$ cat config.mk
export PLATFORM = sky130hd
export DESIGN_NAME = acc_cpu_ctrl
export DESIGN_NICKNAME = d
export VERILOG_FILES = /design/src/rtl/acc_cpu_pkg.sv /design/src/rtl/acc_cpu_decode.sv /design/src/rtl/acc_cpu_alu.sv /design/src/rtl/acc_cpu_seq.sv /design/src/rtl/acc_cpu_ctrl.sv
export SDC_FILE = /design/constraint.sdc
export NUM_CORES = 1
export LEC_CHECK = 0
export BUFFER_PORTS_ARGS = -buffer_cell sky130_fd_sc_hd__buf_2
export CORE_UTILIZATION = 43
export CTS_BUF_LIST = sky130_fd_sc_hd__clkbuf_2 sky130_fd_sc_hd__clkbuf_4 sky130_fd_sc_hd__clkbuf_8
export CTS_CLUSTER_SIZE = 12
export DETAILED_ROUTE_END_ITERATION = 6
export SKIP_CTS_REPAIR_TIMING = 1
export SLEW_MARGIN = 20
export SYNTH_ARGS = -nofsm -noshare
export SYNTH_HDL_FRONTEND = slang
export SYNTH_SLANG_ARGS = --single-unit
$ cat constraint.sdc
create_clock -name clk -period 9.74 [get_ports clk]
set_input_delay 0.974 -clock clk [delete_from_list [all_inputs] [get_ports clk]]
set_output_delay 0.974 -clock clk [all_outputs]
set_load 0.02 [all_outputs]
$ cat src/rtl/acc_cpu_pkg.sv
`timescale 1ns/1ps
package acc_cpu_pkg;

    typedef enum logic [3:0] {
        ST_FETCH_ADDR,
        ST_FETCH_INSTR,
        ST_OPER_ADDR,
        ST_MEM_XFER,
        ST_IN_WAIT,
        ST_OUT_WAIT,
        ST_SKIP_TEST,
        ST_JUMP_LOAD,
        ST_PC_STEP,
        ST_HALTED
    } step_e;

    typedef enum logic [3:0] {
        CL_LOAD,
        CL_STORE,
        CL_ADD,
        CL_SUB,
        CL_IN,
        CL_OUT,
        CL_SKIP_ZERO,
        CL_SKIP_NONNEG,
        CL_JUMP,
        CL_HALT
    } iclass_e;

    typedef struct packed {
        logic mar_from_pc;
        logic mar_from_ir;
        logic ir_load;
        logic acc_from_mem;
        logic acc_from_alu;
        logic acc_from_in;
        logic alu_sub;
        logic mem_we;
        logic pc_inc;
        logic pc_jump;
        logic in_ready;
        logic out_valid;
        logic halted;
    } ctl_t;

endpackage

$ cat src/rtl/acc_cpu_decode.sv
`timescale 1ns/1ps
module acc_cpu_decode
    import acc_cpu_pkg::*;
#(
    parameter int DATA_W          = 10,
    parameter int ADDR_W          = 7,
    parameter int FIELD_DIV       = 100,
    parameter int OPC_HALT        = 0,
    parameter int OPC_ADD         = 1,
    parameter int OPC_SUB         = 2,
    parameter int OPC_STORE       = 3,
    parameter int OPC_LOAD        = 5,
    parameter int OPC_JUMP        = 6,
    parameter int OPC_SKIP_ZERO   = 7,
    parameter int OPC_SKIP_NONNEG = 8,
    parameter int OPC_IO          = 9,
    parameter int IO_IN_SEL       = 1,
    parameter int IO_OUT_SEL      = 2
) (
    input  logic [DATA_W-1:0] word,
    output iclass_e           cls,
    output logic [ADDR_W-1:0] addr
);

    logic [DATA_W-1:0] digit;

    always_comb begin
        digit = word / DATA_W'(FIELD_DIV);
        addr  = ADDR_W'(word % DATA_W'(FIELD_DIV));
        if (digit == DATA_W'(OPC_LOAD))
            cls = CL_LOAD;
        else if (digit == DATA_W'(OPC_STORE))
            cls = CL_STORE;
        else if (digit == DATA_W'(OPC_ADD))
            cls = CL_ADD;
        else if (digit == DATA_W'(OPC_SUB))
            cls = CL_SUB;
        else if (digit == DATA_W'(OPC_JUMP))
            cls = CL_JUMP;
        else if (digit == DATA_W'(OPC_SKIP_ZERO))
            cls = CL_SKIP_ZERO;
        else if (digit == DATA_W'(OPC_SKIP_NONNEG))
            cls = CL_SKIP_NONNEG;
        else if (digit == DATA_W'(OPC_IO)) begin
            if (addr == ADDR_W'(IO_IN_SEL))
                cls = CL_IN;
            else if (addr == ADDR_W'(IO_OUT_SEL))
                cls = CL_OUT;
            else
                cls = CL_HALT;
        end
        else if (digit == DATA_W'(OPC_HALT))
            cls = CL_HALT;
        else
            cls = CL_HALT;   // unassigned codes stop the machine
    end

endmodule

$ cat src/rtl/acc_cpu_alu.sv
`timescale 1ns/1ps
module acc_cpu_alu #(
    parameter int DATA_W   = 10,
    parameter int WORD_MOD = 1000
) (
    input  logic [DATA_W-1:0] lhs,
    input  logic [DATA_W-1:0] rhs,
    input  logic              do_sub,
    output logic [DATA_W-1:0] result,
    output logic              borrow
);

    localparam int SW = DATA_W + 1;

    logic [SW-1:0] wide_l, wide_r, sum, diff_wrap;

    always_comb begin
        wide_l    = {1'b0, lhs};
        wide_r    = {1'b0, rhs};
        sum       = wide_l + wide_r;
        diff_wrap = wide_l + SW'(WORD_MOD) - wide_r;
        borrow    = 1'b0;
        if (do_sub) begin
            if (lhs >= rhs) begin
                result = lhs - rhs;
            end else begin
                result = DATA_W'(diff_wrap);
                borrow = 1'b1;
            end
        end else if (sum >= SW'(WORD_MOD)) begin
            result = DATA_W'(sum - SW'(WORD_MOD));
        end else begin
            result = DATA_W'(sum);
        end
    end

endmodule

$ cat src/rtl/acc_cpu_seq.sv
`timescale 1ns/1ps
module acc_cpu_seq
    import acc_cpu_pkg::*;
(
    input  logic    clk,
    input  logic    rst_n,
    input  iclass_e cls,
    input  logic    acc_zero,
    input  logic    acc_neg,
    input  logic    in_valid,
    input  logic    out_ready,
    output step_e   state,
    output ctl_t    ctl
);

    step_e nxt;

    // state register
    always_ff @(posedge clk or negedge rst_n) begin
        if (!rst_n)
            state <= ST_FETCH_ADDR;
        else
            state <= nxt;
    end

    // transfer strobes and next step
    always_comb begin
        ctl = '0;
        nxt = state;
        unique case (state)
            ST_FETCH_ADDR: begin
                ctl.mar_from_pc = 1'b1;
                nxt = ST_FETCH_INSTR;
            end
            ST_FETCH_INSTR: begin
                ctl.ir_load = 1'b1;
                case (cls)
                    CL_LOAD, CL_STORE, CL_ADD, CL_SUB: nxt = ST_OPER_ADDR;
                    CL_IN:                             nxt = ST_IN_WAIT;
                    CL_OUT:                            nxt = ST_OUT_WAIT;
                    CL_SKIP_ZERO, CL_SKIP_NONNEG:      nxt = ST_SKIP_TEST;
                    CL_JUMP:                           nxt = ST_JUMP_LOAD;
                    default:                           nxt = ST_HALTED;
                endcase
            end
            ST_OPER_ADDR: begin
                ctl.mar_from_ir = 1'b1;
                nxt = ST_MEM_XFER;
            end
            ST_MEM_XFER: begin
                case (cls)
                    CL_LOAD:  ctl.acc_from_mem = 1'b1;
                    CL_STORE: ctl.mem_we       = 1'b1;
                    CL_ADD:   ctl.acc_from_alu = 1'b1;
                    CL_SUB: begin
                        ctl.acc_from_alu = 1'b1;
                        ctl.alu_sub      = 1'b1;
                    end
                    default: ;
                endcase
                nxt = ST_PC_STEP;
            end
            ST_IN_WAIT: begin
                ctl.in_ready = 1'b1;
                if (in_valid) begin
                    ctl.acc_from_in = 1'b1;
                    nxt = ST_PC_STEP;
                end
            end
            ST_OUT_WAIT: begin
                ctl.out_valid = 1'b1;
                if (out_ready)
                    nxt = ST_PC_STEP;
            end
            ST_SKIP_TEST: begin
                ctl.pc_inc = ((cls == CL_SKIP_ZERO) && acc_zero) ||
                             ((cls == CL_SKIP_NONNEG) && !acc_neg);
                nxt = ST_PC_STEP;
            end
            ST_JUMP_LOAD: begin
                ctl.pc_jump = 1'b1;
                nxt = ST_FETCH_ADDR;
            end
            ST_PC_STEP: begin
                ctl.pc_inc = 1'b1;
                nxt = ST_FETCH_ADDR;
            end
            ST_HALTED: begin
                ctl.halted = 1'b1;
                nxt = ST_HALTED;
            end
            default: nxt = ST_HALTED;
        endcase
    end

    p_fetch_pair_r2: assert property (@(posedge clk) disable iff (!rst_n)
        (state == ST_FETCH_ADDR) |=> (state == ST_FETCH_INSTR));

    p_in_stall_r7: assert property (@(posedge clk) disable iff (!rst_n)
        (state == ST_IN_WAIT && !in_valid) |=> (state == ST_IN_WAIT));

    p_halt_stays_r10: assert property (@(posedge clk) disable iff (!rst_n)
        (state == ST_HALTED) |=> (state == ST_HALTED));

endmodule

$ cat src/rtl/acc_cpu_ctrl.sv
`timescale 1ns/1ps
module acc_cpu_ctrl
    import acc_cpu_pkg::*;
#(
    parameter int MEM_WORDS       = 100,
    parameter int WORD_MOD        = 1000,
    parameter int OPC_HALT        = 0,
    parameter int OPC_ADD         = 1,
    parameter int OPC_SUB         = 2,
    parameter int OPC_STORE       = 3,
    parameter int OPC_LOAD        = 5,
    parameter int OPC_JUMP        = 6,
    parameter int OPC_SKIP_ZERO   = 7,
    parameter int OPC_SKIP_NONNEG = 8,
    parameter int OPC_IO          = 9,
    parameter int IO_IN_SEL       = 1,
    parameter int IO_OUT_SEL      = 2,
    localparam int ADDR_W         = $clog2(MEM_WORDS),
    localparam int DATA_W         = $clog2(WORD_MOD)
) (
    input  logic              clk,
    input  logic              rst_n,
    output logic [ADDR_W-1:0] mem_addr,
    input  logic [DATA_W-1:0] mem_rdata,
    output logic [DATA_W-1:0] mem_wdata,
    output logic              mem_we,
    input  logic [DATA_W-1:0] in_data,
    input  logic              in_valid,
    output logic              in_ready,
    output logic [DATA_W-1:0] out_data,
    output logic              out_valid,
    input  logic              out_ready,
    output logic              halted
);

    localparam logic [ADDR_W-1:0] PC_LAST = ADDR_W'(MEM_WORDS - 1);

    logic [ADDR_W-1:0] pc_q, mar_q, mar_nxt, ir_addr;
    logic [DATA_W-1:0] ir_q, acc_q, dec_word, alu_y;
    logic              neg_q, alu_borrow;
    step_e             state;
    iclass_e           cls;
    ctl_t              ctl;

    // Decode the word arriving in FETCH_INSTR so the branch can be taken there.
    assign dec_word = (state == ST_FETCH_INSTR) ? mem_rdata : ir_q;

    acc_cpu_decode #(
        .DATA_W(DATA_W), .ADDR_W(ADDR_W), .FIELD_DIV(MEM_WORDS),
        .OPC_HALT(OPC_HALT), .OPC_ADD(OPC_ADD), .OPC_SUB(OPC_SUB),
        .OPC_STORE(OPC_STORE), .OPC_LOAD(OPC_LOAD), .OPC_JUMP(OPC_JUMP),
        .OPC_SKIP_ZERO(OPC_SKIP_ZERO), .OPC_SKIP_NONNEG(OPC_SKIP_NONNEG),
        .OPC_IO(OPC_IO), .IO_IN_SEL(IO_IN_SEL), .IO_OUT_SEL(IO_OUT_SEL)
    ) u_decode (
        .word (dec_word),
        .cls  (cls),
        .addr (ir_addr)
    );

    acc_cpu_alu #(.DATA_W(DATA_W), .WORD_MOD(WORD_MOD)) u_alu (
        .lhs    (acc_q),
        .rhs    (mem_rdata),
        .do_sub (ctl.alu_sub),
        .result (alu_y),
        .borrow (alu_borrow)
    );

    acc_cpu_seq u_seq (
        .clk       (clk),
        .rst_n     (rst_n),
        .cls       (cls),
        .acc_zero  (acc_q == '0),
        .acc_neg   (neg_q),
        .in_valid  (in_valid),
        .out_ready (out_ready),
        .state     (state),
        .ctl       (ctl)
    );

    // MAR is a pure destination: its only reader is the memory address pin.
    always_comb begin
        if (ctl.mar_from_pc)
            mar_nxt = pc_q;
        else if (ctl.mar_from_ir)
            mar_nxt = ir_addr;
        else
            mar_nxt = mar_q;
    end

    always_ff @(posedge clk or negedge rst_n) begin
        if (!rst_n) begin
            pc_q  <= '0;
            mar_q <= '0;
            ir_q  <= '0;
            acc_q <= '0;
            neg_q <= 1'b0;
        end else begin
            mar_q <= mar_nxt;
            if (ctl.ir_load)
                ir_q <= mem_rdata;
            if (ctl.pc_jump)
                pc_q <= ir_addr;
            else if (ctl.pc_inc)
                pc_q <= (pc_q == PC_LAST) ? '0 : pc_q + 1'b1;
            if (ctl.acc_from_mem) begin
                acc_q <= mem_rdata;
                neg_q <= 1'b0;
            end else if (ctl.acc_from_alu) begin
                acc_q <= alu_y;
                neg_q <= alu_borrow;
            end else if (ctl.acc_from_in) begin
                acc_q <= in_data;
                neg_q <= 1'b0;
            end
        end
    end

    assign mem_addr  = mar_nxt;
    assign mem_wdata = acc_q;
    assign mem_we    = ctl.mem_we;
    assign in_ready  = ctl.in_ready;
    assign out_valid = ctl.out_valid;
    assign out_data  = acc_q;
    assign halted    = ctl.halted;

    p_pc_range_r11: assert property (@(posedge clk) disable iff (!rst_n)
        int'(pc_q) < MEM_WORDS);

    p_acc_range_r6: assert property (@(posedge clk) disable iff (!rst_n)
        int'(acc_q) < WORD_MOD);

    p_we_single_r5: assert property (@(posedge clk) disable iff (!rst_n)
        mem_we |=> !mem_we);

    p_halt_sticky_r10: assert property (@(posedge clk) disable iff (!rst_n)
        halted |=> halted);

    p_halt_quiet_r10: assert property (@(posedge clk) disable iff (!rst_n)
        halted |-> (!mem_we && !in_ready && !out_valid));

    p_out_hold_r7: assert property (@(posedge clk) disable iff (!rst_n)
        (out_valid && !out_ready) |=> (out_valid && $stable(out_data)));

    p_jump_target_r9: assert property (@(posedge clk) disable iff (!rst_n)
        ctl.pc_jump |=> (pc_q == $past(ir_addr)));

endmodule

Yosys cells after proc, flatten, opt, wreduce, memory -nomap -nowiden
Memory sizes are Yosys's and may differ from the RTL's.
Cells that the tools add are included.
Storage, ports and cells
  register bits: 39
  memory bits (read-only): 64
  bits of input ports: 24
  output and inout bits: 31
  logic and storage cells: 103
  memories kept: 1
Cells by class
  add/sub/neg operators: 6
  divide/modulo/power cells: 2
  order comparisons: 2
  equality and inequality tests: 27
  multiplexer cells: 46
  reductions and logical operators: 13
Memories
  (name not given): depth 16, bits a word 4, read ports 1, clocked after Yosys merged registers in 0, write ports 0, RTL line acc_cpu_seq.sv:37  | case (cls)
Operators by type and width (number)
  $mux W10: 7
  $mux W4: 12
  $mux W7: 5
  $eq A10 B3 Y1 const B: 3
  $pmux W4 S7: 1
  $eq A4 B3 Y1 const B: 6
  $eq A10 B2 Y1 const B: 2
  $eq A10 B4 Y1 const B: 2
  $sub A10 B10 Y10: 2
  $mux W1: 18
  $eq A4 B2 Y1 const B: 4
  $add A10 B10 Y11: 1
  $ge A11 B10 Y1 const B: 1
  $add A10 B10 Y10 const B: 1
  $div A10 B7 Y10 const B: 1
  $eq A10 B1 Y1 const B: 1
  $ge A10 B10 Y1: 1
  $logic_not A10 Y1: 1
  $mod A10 B7 Y10 const B: 1
  $sub A10 B10 Y10 const B: 1
  $eq A4 B1 Y1 const B: 2
  $eq A4 B4 Y1 const B: 2
  $logic_not A4 Y1: 2
  $add A7 B1 Y7 const B: 1
  13 further kinds: 18

Depth between registers and ports, before layout
  depth in word-level cells: 20
  depth in mapped cells: 23

Cells and area by module
A second synthesis with hierarchy kept.
Second synthesis, totals
  cell total of the unflattened synthesis: 646
  area, all modules: 5385.2 um2
Modules (own cells, without submodules)
  acc_cpu_alu: times used 1, cells an instance 268, area an instance 1988.2 um2, seq. area each 0.0 um2
  acc_cpu_ctrl: times used 1, cells an instance 181, area an instance 1935.6 um2, seq. area each 875.8 um2
  acc_cpu_decode: times used 1, cells an instance 142, area an instance 1012.2 um2, seq. area each 0.0 um2
  acc_cpu_seq: times used 1, cells an instance 55, area an instance 449.2 um2, seq. area each 100.1 um2

Worst setup path after synthesis
Ideal clock, no wire load.
  path kind: input to output
  from: in mem_rdata[7]
  to: out mem_addr[5]
  arrival: 4.592 ns
  data required time: 8.766 ns
  setup slack: 4.174 ns
  stages: 17
  buffers on the path: 2
  cell sequence: clkbuf_1 > nand2_1 > a2111oi_4 > nor2_1 > a2bb2oi_2 > buf_2 > o211ai_1 > nand2_1 > a21o_1 > inv_1 > ha_1 > a2111o_1 > a21oi_2 > o21ai_0 > a21bo_2 > mux2i_1 > o21ai_0
On the way
  cells in the longest elaborated chain, start to end: 4
Ends and longest elaborated chain
  from (decl): RTL line acc_cpu_ctrl.sv:24  | input logic [DATA_W-1:0] mem_rdata,
  $mux W10: RTL line acc_cpu_ctrl.sv:46  | assign dec_word = (state == ST_FETCH_INSTR) ? mem_rdata : ir_q;
  $mod A10 B7 Y10: RTL line acc_cpu_decode.sv:29  | addr = ADDR_W'(word % DATA_W'(FIELD_DIV));
  $mux W7: RTL line acc_cpu_ctrl.sv:84  | else if (ctl.mar_from_ir)
  $mux W7: RTL line acc_cpu_ctrl.sv:82  | if (ctl.mar_from_pc)
  to (decl): RTL line acc_cpu_ctrl.sv:23  | output logic [ADDR_W-1:0] mem_addr,
No other way between the ends.

Final worst setup path
  from: reg u_seq.state[1]
  to: out mem_we
On the way
  cells in the longest elaborated chain, start to end: 17
  elaborated cells on any way between the ends: 28
  those cells by class: 2 x div; 13 x eq/ne; 13 x mux
Ends and longest elaborated chain
  from (decl): RTL line acc_cpu_seq.sv:12  | output step_e state,
  from (signal assigned): RTL line acc_cpu_seq.sv:23  | state <= nxt;
  $eq A4 B1 Y1: RTL line acc_cpu_ctrl.sv:46
  $mux W10: RTL line acc_cpu_ctrl.sv:46
  $mod A10 B7 Y10: RTL line acc_cpu_decode.sv:29
  $eq A7 B2 Y1: RTL line acc_cpu_decode.sv:47  | else if (addr == ADDR_W'(IO_OUT_SEL))
  $mux W4: RTL line acc_cpu_decode.sv:47
  $mux W4: RTL line acc_cpu_decode.sv:45  | if (addr == ADDR_W'(IO_IN_SEL))
  $mux W4: RTL line acc_cpu_decode.sv:44  | else if (digit == DATA_W'(OPC_IO)) begin
  $mux W4: RTL line acc_cpu_decode.sv:42  | else if (digit == DATA_W'(OPC_SKIP_NONNEG))
  $mux W4: RTL line acc_cpu_decode.sv:40  | else if (digit == DATA_W'(OPC_SKIP_ZERO))
  $mux W4: RTL line acc_cpu_decode.sv:38  | else if (digit == DATA_W'(OPC_JUMP))
  $mux W4: RTL line acc_cpu_decode.sv:36  | else if (digit == DATA_W'(OPC_SUB))
  $mux W4: RTL line acc_cpu_decode.sv:34  | else if (digit == DATA_W'(OPC_ADD))
  $mux W4: RTL line acc_cpu_decode.sv:32  | else if (digit == DATA_W'(OPC_STORE))
  $mux W4: RTL line acc_cpu_decode.sv:30  | if (digit == DATA_W'(OPC_LOAD))
  $eq A4 B1 Y1: RTL line acc_cpu_seq.sv:51  | case (cls)
  $mux W1: RTL line acc_cpu_seq.sv:51
  $mux W2 *: RTL line acc_cpu_seq.sv:30  | unique case (state)
  to (decl): RTL line acc_cpu_ctrl.sv:26  | output logic mem_we,
Every way passes the cells marked *; elsewhere a longest branch is shown, timed or not.

==> impl_metrics.tcl <==
set metrics [dict create \
    coreArea_um2 11960 \
    rows 40 \
    grt_pass1_vias 4883 \
    clk_latency_ns 0.31 \
    vias 5186 \
    syn_area_um2 5276 \
    io_pins 55 \
    worst_pin_slew_ns 0.8417 \
    grt.overflow.total 0 \
    n_fill_cell 1186 \
    dr.first_iter.drc_count 369 \
    viasPerCell 6.166 \
    clock-sinks 39 \
    start_util 0.4411 \
    dr_wl_met3_um 659 \
    drv_cap 0 \
    p_per_area_nw_per_um2 84.61 \
    timing.fmax_mhz 153.7 \
    place_congestion 0.8956 \
    grt_use_total 0.2527 \
    ys.flop_type "dfrtp_1" \
    highest_layer "met4" \
    clk_path_buf_depth 2 \
    fin_cells 841 \
    syn_inst 674 \
    grt_max_degree 40 \
    hold_path_class "reg -> reg" \
    setup_tns_ns 0 \
    syn-num-nets 741 \
    crit_fanout 32 \
    tritoncts "done" \
    synth_edf_count 0 \
    worst_clock_skew_ns 0.01846 \
    synth-seq-area-share 0.1850 \
    critical_path_class "reg -> out" \
    yosys_warnings 0 \
    dieArea_um2 12720 \
    wl_met1_um 7184 \
    drt_pass1_iterations 5 \
    synthXorXnorAreaFrac 0.04482 \
    layout.nets 760 \
    fin_crit_ns 6.506 \
    fp.dieW_um 112.8 \
    routed_wl_um 15760 \
    met2_length_um 7337 \
    synth_compound_area_frac 0.3173 \
    remaining_drc_errors 0 \
    cts.clk_slew.worst_paths_ns 0.07 \
    hold_viol_final 0 \
    synth_area_per_cell_um2 7.828 \
    diodes 0 \
    grt_pass1_wl_um 25410 \
    syn2layout_area_growth_pct 7.541 \
    place_hpwl_um 12100 \
    start_kind "flip-flop" \
    cts_buffers 5 \
    wl_per_cell_um 18.74 \
    htreeDepth 2 \
    ys_async_sr_fraction 1.000 \
    power.total_uw 480.1 \
    place_inst 832 \
    fin_crit_sh 0.6680 \
    p_leak_nw 2.392 \
    ant_nets 0 \
    antenna_found_initial 0 \
    drv_slew 0 \
    setup_viol 0 \
    cp_data_required_time_ns 8.77 \
    final_layout_size_suffix_gt1_frac 0.1398 \
    port_buffers 54 \
    relSlewSlack 0.4389 \
    status "finished, final reports clean" \
    synthMuxAreaShare 0.04695 \
    vdd_drop_max_mv 0.04370 \
    synth_top_family_by_area "compound AO/OA/AOI/OAI gates" \
    synth-seq-cells 39 \
    cts-root-buf "clkbuf_8" \
    die_h_um 112.8 \
    worstPathArrival_ns 5.53 \
    synth-simple-area-share 0.2129 \
    synth_adder_area_share 0.1105 \
    netlist-cell-type-count 84 \
    rsz0062_at_grt "false" \
    worst_setup_path_end_kind "output port" \
]
==> critical path, stage by stage (launching register included) <==
cell and delay (ns):
dfrtp_1 0.61, or4b_1 0.60, buf_4 0.28, a2111oi_4 0.37, nor2_1 0.11, a2bb2oi_2 0.49, o211ai_1 0.23, nand2_1 0.28
a21o_1 0.16, inv_1 0.06, ha_1 0.20, a2111o_1 0.39, or3_1 0.40, a41o_4 0.27, o31ai_4 0.48, nor2b_1 0.11
buf_2 0.18
==> cell type report <==
| type | count | area, um^2 | share of cell area |
|---|---|---|---|
| Clock inverter | 2 | 60.06 | 0.01058 |
| Sequential cell | 39 | 975.9 | 0.1720 |
| Tap cell | 147 | 183.9 | 0.03241 |
| Multi-Input combinational cell | 537 | 3870 | 0.6820 |
| Clock buffer | 6 | 76.32 | 0.01345 |
| Inverter | 52 | 195.2 | 0.03440 |
| Timing Repair Buffer | 58 | 312.8 | 0.05513 |
==> through the flow <==
step | setup slack, ns | util | cell area [um^2] | hold WS [ns]
floorplan | 4.174 | - | 5276 | 0.4502
global placement | 3.672 | 0.4609 | 5513 | 0.4710
detailed placement | 3.603 | 0.4609 | 5513 | 0.4669
CTS | 3.243 | 0.4723 | 5649 | 0.4854
global route | 2.807 | 0.4744 | 5674 | 0.5053
finish | 3.234 | 0.4744 | 5674 | 0.4825
==> where the power goes <==
part	internal, mW	switching [mW]	total, mW
clock	0.105	0.0675	0.173
sequential	0.164	0.00294	0.167
combinational	0.0519	0.0885	0.140
total	0.321	0.159	0.480
==> registers in the layout (all words and copies together), names as in the netlist <==
signal	count
ir_q	10
pc_q	7
mem_wdata	10
mar_q	7
neg_q	1
u_seq.state	4
==> cells in the final DEF (no fill, tap or decap), drive strengths merged, types with 13 or more instances in the layout <==
| cell type | Yosys | final |
|---|---|---|
| buf | 21 | 58 |
| nor2 | 58 | 58 |
| nand3 | 13 | 13 |
| ha | 37 | 37 |
| nor3 | 21 | 21 |
| a21oi | 47 | 47 |
| nand2 | 54 | 54 |
| xnor2 | 21 | 21 |
| inv | 52 | 52 |
| o31ai | 13 | 13 |
| a21o | 15 | 15 |
| mux2i | 19 | 19 |
| o21ai | 43 | 43 |
| dfrtp | 39 | 39 |
==> cell families (layout without fill, tap and decap cells) <==
family,count (synthesis),after routing
multiplexers,23,23
adder cells (fa/ha/maj),43,43
XOR/XNOR,27,27
AO/OA/AOI/OAI,221,221
flip-flops,39,39
AND/OR/NAND/NOR,223,223
buffers and inverters,98,118
==> metal layers <==
metal / track usage / vias to the layer above
met1: 0.3360 / 2443
met3: 0.02303 / 41
met5: 0 / -
li1: - / 2515
met2: 0.4160 / 187
met4: 0.1173 / 0
==> path summary, 6_finish.rpt <==
path | depth (start not counted) | endpoint | start | slack (ns)
worst max-delay path | 16 | mem_we | u_seq.state[1] | 3.23
worst min-delay path | 1 | ir_q[2] | ir_q[2] | 0.48
worst max register to register | 17 | pc_q[1] | u_seq.state[1] | 3.69
worst min register to register | 1 | ir_q[2] | ir_q[2] | 0.48
max in group asynchronous | 2 | u_seq.state[1] | rst_n | 8.67
min in group asynchronous | 1 | ir_q[7] | rst_n | 0.57
==> synth_stat cells, types with 7 or more instances <==
cell type	instances	area, um^2
and2_1	7	43.79
buf_4	10	75.07
inv_1	51	191.4
nor4_1	10	62.56
o31ai_1	10	75.07
nor3_1	21	105.1
o21a_1	9	67.56
clkbuf_1	25	93.84
a21oi_1	44	220.2
nand3_1	13	65.06
ha_1	37	462.9
nand2_1	54	202.7
xnor2_1	21	183.9
nor2_1	58	217.7
dfrtp_1	39	975.9
a21o_1	15	112.6
a211oi_1	10	75.07
mux2i_1	18	180.2
o22ai_1	12	75.07
nand2b_1	12	75.07
o21ai_0	40	200.2
a31oi_1	8	50.05
or3_1	12	75.07
(Power assumes the default switching activity.)
